`src/rtl/thc_pkg.sv`:
```
package thc_pkg;

    // Outcome of one tuple lookup, carried in the output register
    typedef enum logic [1:0] {
        LK_IDLE = 2'd0,
        LK_HIT  = 2'd1,
        LK_MISS = 2'd2
    } lookup_kind_e;

    // Width of a counter that must hold values 0 .. n-1 (at least 1 bit)
    function automatic int unsigned cnt_width(input int unsigned n);
        return (n > 2) ? $clog2(n) : 1;
    endfunction

    // Slice offset of element k inside a packed tuple
    function automatic int unsigned elem_lsb(input int unsigned k, input int unsigned w);
        return k * w;
    endfunction

endpackage

```
`src/rtl/thc_gather.sv`:
```
module thc_gather
    import thc_pkg::*;
#(
    parameter int unsigned IDX_W   = 6,
    parameter int unsigned TUPLE_N = 4
) (
    input  logic                       clk,
    input  logic                       rst,
    input  logic                       in_valid,
    input  logic [IDX_W-1:0]           in_index,
    output logic                       tuple_done,
    output logic [IDX_W*TUPLE_N-1:0]   tuple_word
);
    localparam int unsigned CNT_W = cnt_width(TUPLE_N);
    localparam int unsigned LAST  = TUPLE_N - 1;

    logic [CNT_W-1:0] fill_q;
    logic [IDX_W-1:0] slot_q [LAST];

    assign tuple_done = in_valid && (fill_q == CNT_W'(LAST));

    always_ff @(posedge clk) begin
        if (rst) begin
            fill_q <= '0;
        end else if (in_valid) begin
            fill_q <= tuple_done ? '0 : fill_q + CNT_W'(1);
        end
    end

    always_ff @(posedge clk) begin
        for (int k = 0; k < int'(LAST); k++) begin
            if (in_valid && (fill_q == CNT_W'(k))) begin
                slot_q[k] <= in_index;
            end
        end
    end

    // Earlier elements come from the buffer, the last one straight from the input
    for (genvar k = 0; k < int'(TUPLE_N); k++) begin : g_elem
        if (k < int'(LAST)) begin : g_buf
            assign tuple_word[elem_lsb(k, IDX_W) +: IDX_W] = slot_q[k];
        end else begin : g_live
            assign tuple_word[elem_lsb(k, IDX_W) +: IDX_W] = in_index;
        end
    end

endmodule

```
`src/rtl/thc_history.sv`:
```
module thc_history #(
    parameter int unsigned TUP_W   = 24,
    parameter int unsigned ENTRIES = 15
) (
    input  logic               clk,
    input  logic               rst,
    input  logic [TUP_W-1:0]   key,
    input  logic               push,
    output logic [ENTRIES-1:0] match_vec
);
    logic [TUP_W-1:0]   ent_q [ENTRIES];
    logic [ENTRIES-1:0] vld_q;

    // One comparator per entry, all evaluated in the same cycle
    for (genvar e = 0; e < int'(ENTRIES); e++) begin : g_cmp
        assign match_vec[e] = vld_q[e] && (ent_q[e] == key);
    end

    always_ff @(posedge clk) begin
        if (rst) begin
            vld_q <= '0;
        end else if (push) begin
            vld_q <= {vld_q[ENTRIES-2:0], 1'b1};
        end
    end

    // Shift toward older positions; index 0 is position 1 (newest)
    always_ff @(posedge clk) begin
        if (push) begin
            ent_q[0] <= key;
            for (int e = 1; e < int'(ENTRIES); e++) begin
                ent_q[e] <= ent_q[e-1];
            end
        end
    end

endmodule

```
`src/rtl/thc_encode.sv`:
```
module thc_encode #(
    parameter int unsigned ENTRIES = 15,
    parameter int unsigned CODE_W  = 4
) (
    input  logic [ENTRIES-1:0] match_vec,
    output logic               any_hit,
    output logic [CODE_W-1:0]  code
);
    // Lowest matching position wins; scanning downward leaves it last
    always_comb begin
        code = '0;
        for (int e = int'(ENTRIES) - 1; e >= 0; e--) begin
            if (match_vec[e]) begin
                code = CODE_W'(e + 1);
            end
        end
    end

    assign any_hit = |match_vec;

endmodule

```
`src/rtl/tuple_hist_compressor.sv`:
```
module tuple_hist_compressor
    import thc_pkg::*;
#(
    parameter int unsigned IDX_W      = 6,
    parameter int unsigned TUPLE_N    = 4,
    parameter int unsigned HIST_DEPTH = 16
) (
    input  logic                              clk,
    input  logic                              rst,
    input  logic                              in_valid,
    input  logic [IDX_W-1:0]                  in_index,
    output logic                              hit_valid,
    output logic [$clog2(HIST_DEPTH)-1:0]     hit_code,
    output logic                              miss_valid,
    output logic [IDX_W*TUPLE_N-1:0]          miss_tuple
);
    localparam int unsigned TUP_W   = IDX_W * TUPLE_N;
    localparam int unsigned ENTRIES = HIST_DEPTH - 1;
    localparam int unsigned CODE_W  = $clog2(HIST_DEPTH);

    initial begin
        if (TUPLE_N < 2 || HIST_DEPTH < 3) begin
            $error("tuple_hist_compressor: TUPLE_N must be >= 2 and HIST_DEPTH >= 3");
        end
    end

    logic               tuple_done;
    logic [TUP_W-1:0]   tuple_word;
    logic [ENTRIES-1:0] match_vec;
    logic               any_hit;
    logic [CODE_W-1:0]  pos_code;
    logic               push;

    lookup_kind_e       kind_q;
    logic [CODE_W-1:0]  code_q;
    logic [TUP_W-1:0]   tuple_q;

    thc_gather #(
        .IDX_W   (IDX_W),
        .TUPLE_N (TUPLE_N)
    ) u_gather (
        .clk        (clk),
        .rst        (rst),
        .in_valid   (in_valid),
        .in_index   (in_index),
        .tuple_done (tuple_done),
        .tuple_word (tuple_word)
    );

    assign push = tuple_done && !any_hit;

    thc_history #(
        .TUP_W   (TUP_W),
        .ENTRIES (ENTRIES)
    ) u_history (
        .clk       (clk),
        .rst       (rst),
        .key       (tuple_word),
        .push      (push),
        .match_vec (match_vec)
    );

    thc_encode #(
        .ENTRIES (ENTRIES),
        .CODE_W  (CODE_W)
    ) u_encode (
        .match_vec (match_vec),
        .any_hit   (any_hit),
        .code      (pos_code)
    );

    always_ff @(posedge clk) begin
        if (rst) begin
            kind_q <= LK_IDLE;
            code_q <= '0;
        end else if (tuple_done) begin
            kind_q <= any_hit ? LK_HIT : LK_MISS;
            code_q <= any_hit ? pos_code : '0;
        end else begin
            kind_q <= LK_IDLE;
        end
    end

    always_ff @(posedge clk) begin
        if (push) begin
            tuple_q <= tuple_word;
        end
    end

    assign hit_valid  = (kind_q != LK_IDLE);
    assign miss_valid = (kind_q == LK_MISS);
    assign hit_code   = code_q;
    assign miss_tuple = tuple_q;

endmodule

```
`config.mk`:
```
export PLATFORM = sky130hd
export DESIGN_NAME = tuple_hist_compressor
export DESIGN_NICKNAME = d
export VERILOG_FILES = /design/src/rtl/thc_pkg.sv /design/src/rtl/thc_gather.sv /design/src/rtl/thc_history.sv /design/src/rtl/thc_encode.sv /design/src/rtl/tuple_hist_compressor.sv
export SDC_FILE = /design/constraint.sdc
export NUM_CORES = 1
export LEC_CHECK = 0
export BUFFER_PORTS_ARGS = -buffer_cell sky130_fd_sc_hd__buf_2
export CAP_MARGIN = 5
export CORE_MARGIN = 4
export CORE_UTILIZATION = 65
export CTS_BUF_LIST = sky130_fd_sc_hd__clkbuf_4 sky130_fd_sc_hd__clkbuf_8
export CTS_CLUSTER_SIZE = 8
export DETAILED_ROUTE_END_ITERATION = 6
export PLACE_DENSITY = 0.82
export SETUP_SLACK_MARGIN = 0.3
export SYNTH_ARGS = -nofsm -noshare
export SYNTH_HDL_FRONTEND = slang
export SYNTH_SLANG_ARGS = --single-unit
```
`constraint.sdc`:
```
create_clock -name clk -period 10.9 [get_ports clk]
set_clock_uncertainty 0.1 [all_clocks]
set_input_delay 1.635 -clock clk [delete_from_list [all_inputs] [get_ports clk]]
set_output_delay 1.635 -clock clk [all_outputs]
set_load 0.1 [all_outputs]
```
==> impl_metrics.env <==
export IMPL_clockBufferDepth=3
export IMPL_overflow=0
export IMPL_gp_congestion=0.944
export IMPL_max_cap_violations=0
export IMPL_area_growth_pct=8.10
export IMPL_grt_antenna_before_repair=1
export IMPL_hold_buffers=0
export IMPL_cp_slowest_cell="inv_8"
export IMPL_routedWlPerCell_um=26.9
export IMPL_drive_gt1_frac=0.128
export IMPL_end_kind="register"
export IMPL_grt_pass1_vias=10700
export IMPL_hold_viol=0
export IMPL_clock_sinks=401
export IMPL_crit_path_max_fanout=210
export IMPL_drc=0
export IMPL_sw_frac_of_total=0.230
export IMPL_synth_edff_count=378
export IMPL_fin_area_um2=19300
export IMPL_arrival_ns=5.94
export IMPL_chipWidth_um=174
export IMPL_async_flop_share=0
export IMPL_io_buffers=38
export IMPL_ir_worst_vdd_mv=0.116
export IMPL_synth_area_um2=17800
export IMPL_crit_top_cell="nand3_1"
export IMPL_mostFrequentLayoutCells="edfxtp_1 (378), xnor2_1 (200), xor2_1 (160)"
export IMPL_cts_tree="built"
export IMPL_yosysTopAreaCell="edfxtp_1"
export IMPL_initialDrtViolationCount=1344
export IMPL_cts_htree_levels=3
export IMPL_drv_slew=0
export IMPL_ios=39
export IMPL_cts_setup_buffers=0
export IMPL_min_period_ns=5.85
export IMPL_max_stage_delay_ns=0.85
export IMPL_leakagePower_uw=0.00615
export IMPL_clk_latency_ns=0.59
export IMPL_nets=1261
export IMPL_critPathLaunch="in_index[3]"
export IMPL_synthFlopType="edfxtp_1"
export IMPL_post_route_period_util=0.536
export IMPL_path_clk_slew_ns=0.05
export IMPL_synth_top_area_share=0.636
export IMPL_instances_no_fill=1634
export IMPL_dpl_hpwl_um=29900
export IMPL_fmax_ghz=0.171
export IMPL_p_sw_uw=725
export IMPL_viasPerCell=6.52
export IMPL_slew_headroom=0.143
export IMPL_finalSetupViolCount=0
export IMPL_p_comb_frac=0.056
export IMPL_synth_cells=1200
export IMPL_grt_setup_unrepaired="false"
export IMPL_critical_path_top_delay_family="buffers and inverters"
export IMPL_critical_path_class="in2reg"
export IMPL_ys_ff_latch=401
export IMPL_vias=10700
export IMPL_crit_chain="buf_2 -> xnor2_1 -> nand3_1 -> nor3_1 -> nand4_1 -> nand3_1 -> nor4_2 -> nand3_1 -> inv_8 -> buf_12"
export IMPL_start_kind="primary input"
export IMPL_dieArea_um2=30200
export IMPL_clockRootBuffer="clkbuf_8"
export IMPL_r2r_start="u_gather.slot_q[0][2]"
export IMPL_ys_top_cells_by_area="edfxtp_1 (64%), xnor2_1 (9.8%), xor2_1 (7.9%)"
export IMPL_synth_nets=1213
export IMPL_row_count=60
export IMPL_cts_buffers=66
export IMPL_tightest_slew_ns=1.29
export IMPL_cts_resized=0
export IMPL_power_internal_uw=2420
export IMPL_dpl_cell_count=1521
export IMPL_final_common_cell="edfxtp_1"
export IMPL_cellPowerDensity_nw_per_um2=163
export IMPL_placed_area_um2=18100
export IMPL_start_util=0.662
export IMPL_power_frac_clock=0.400
export IMPL_synth_seq_area_share=0.662
export IMPL_fp_dieH_um=174
export IMPL_fill_cells=1695
export IMPL_worstPathRequired_ns=10.99
export IMPL_pwr_share_seq=0.544
export IMPL_synth_warnings=0
export IMPL_min_from="hit_code[3]"
export IMPL_synth_distinct_cells=48
export IMPL_fp_coreArea_um2=27000
export IMPL_wl_um=44000
export IMPL_grt_usage=0.293
export IMPL_p_total_uw=3150
export IMPL_grt_max_degree=211
export IMPL_drt_first_pass_iters=7
export IMPL_hp_class="reg2reg"
export IMPL_setup_tns_ns=0
export IMPL_status="finished clean"
export IMPL_drtAntennaViolNets=0
export IMPL_cp_num_buf_inv=3
export IMPL_synth_avg_cell_area_um2=14.9
export IMPL_grt_pass1_wl_um=65900
==> final cells by class <==
type | instances | area [um^2] | area share
antenna | 1 | 2.50 | 0.000130
clock buffer | 95 | 1140 | 0.0593
clock inverter | 17 | 92.6 | 0.00480
inverter | 6 | 30.0 | 0.00156
multi-input combinational | 717 | 5450 | 0.282
sequential | 401 | 11800 | 0.612
tap | 341 | 427 | 0.0221
timing repair buffer | 56 | 338 | 0.0175
==> flip-flops by register name, indices dropped and copies added, names as in the netlist <==
| name | flops |
|---|---|
| u_gather.slot_q | 18 |
| u_history.vld_q | 15 |
| u_history.ent_q | 337 |
| kind_q | 2 |
| miss_tuple | 23 |
| u_gather.fill_q | 2 |
| hit_code | 4 |
==> cell families after synthesis <==
logic type,Yosys count,synth area share
flops,401,0.662
xor+xnor,360,0.177
simple gates,322,0.111
buf+inv,82,0.0330
compound gates,16,0.00631
mux,15,0.00841
fa+ha+maj,4,0.00280
==> layer usage <==
layer	vias to the layer above	track usage	wire (um)
met5	-	0	0
met1	5205	0.392	16900
met4	0	0.124	1890
met2	747	0.463	20700
li1	4549	-	-
met3	152	0.0779	4540
==> final timing paths <==
check / to / depth (start not counted) / slack [ns]
setup / recovery: u_history.ent_q[2][76] / 10 / 5.05
hold / removal: hit_code[3] / 2 / 0.35
setup reg to reg: u_history.ent_q[2][76] / 10 / 5.36
hold reg to reg: hit_code[3] / 2 / 0.35
==> power by group through the flow <==
stage / registers, uW / clock network, uW / logic, uW
finish: 1710 / 1260 / 175
global route: 1710 / 1340 / 186
CTS: 1710 / 1270 / 173
detailed placement: 1740 / 0 / 171
global placement: 1740 / 0 / 168
floorplan: 1730 / 0 / 134
==> Yosys cell counts, types with 2 or more instances <==
library cell and number:
xnor2_1 200, and2_1 5, nand3_1 22, nand2_1 35, nand4b_1 7, nor3_1 15
nand4bb_1 6, or4b_1 3, buf_4 51, nor4_1 63, nor2_1 14, or4_1 7
xor2_1 160, buf_2 12, nand4_1 88, ha_1 4, dfxtp_1 23, inv_1 5
nor4b_1 10, buf_6 10, a21oi_1 7, edfxtp_1 378, clkbuf_1 3, mux2i_1 15
nand2b_1 21, and3_1 13, nor2b_1 2
==> through the flow <==
stage                      util  setup WS (ns)  hold slack (ns)
after floorplan               -           5.33            0.321
after global placement    0.670           4.74            0.342
after detailed placement  0.670           4.64            0.342
after CTS                 0.716           5.23            0.350
after global routing      0.716           4.88            0.364
final                     0.716           5.05            0.346
==> worst reg2reg max path, stage by stage, from the launching register on <==
cell      delay [ns]
edfxtp_1        0.84
buf_4           0.37
xor2_1          0.27
nor4_1          0.10
and3_1          0.19
nand4_1         0.25
nand3_1         0.16
nor4_2          0.45
nand3_1         0.34
inv_8           0.85
buf_12          0.82
No activity file was read; power rests on OpenSTA's default activity.
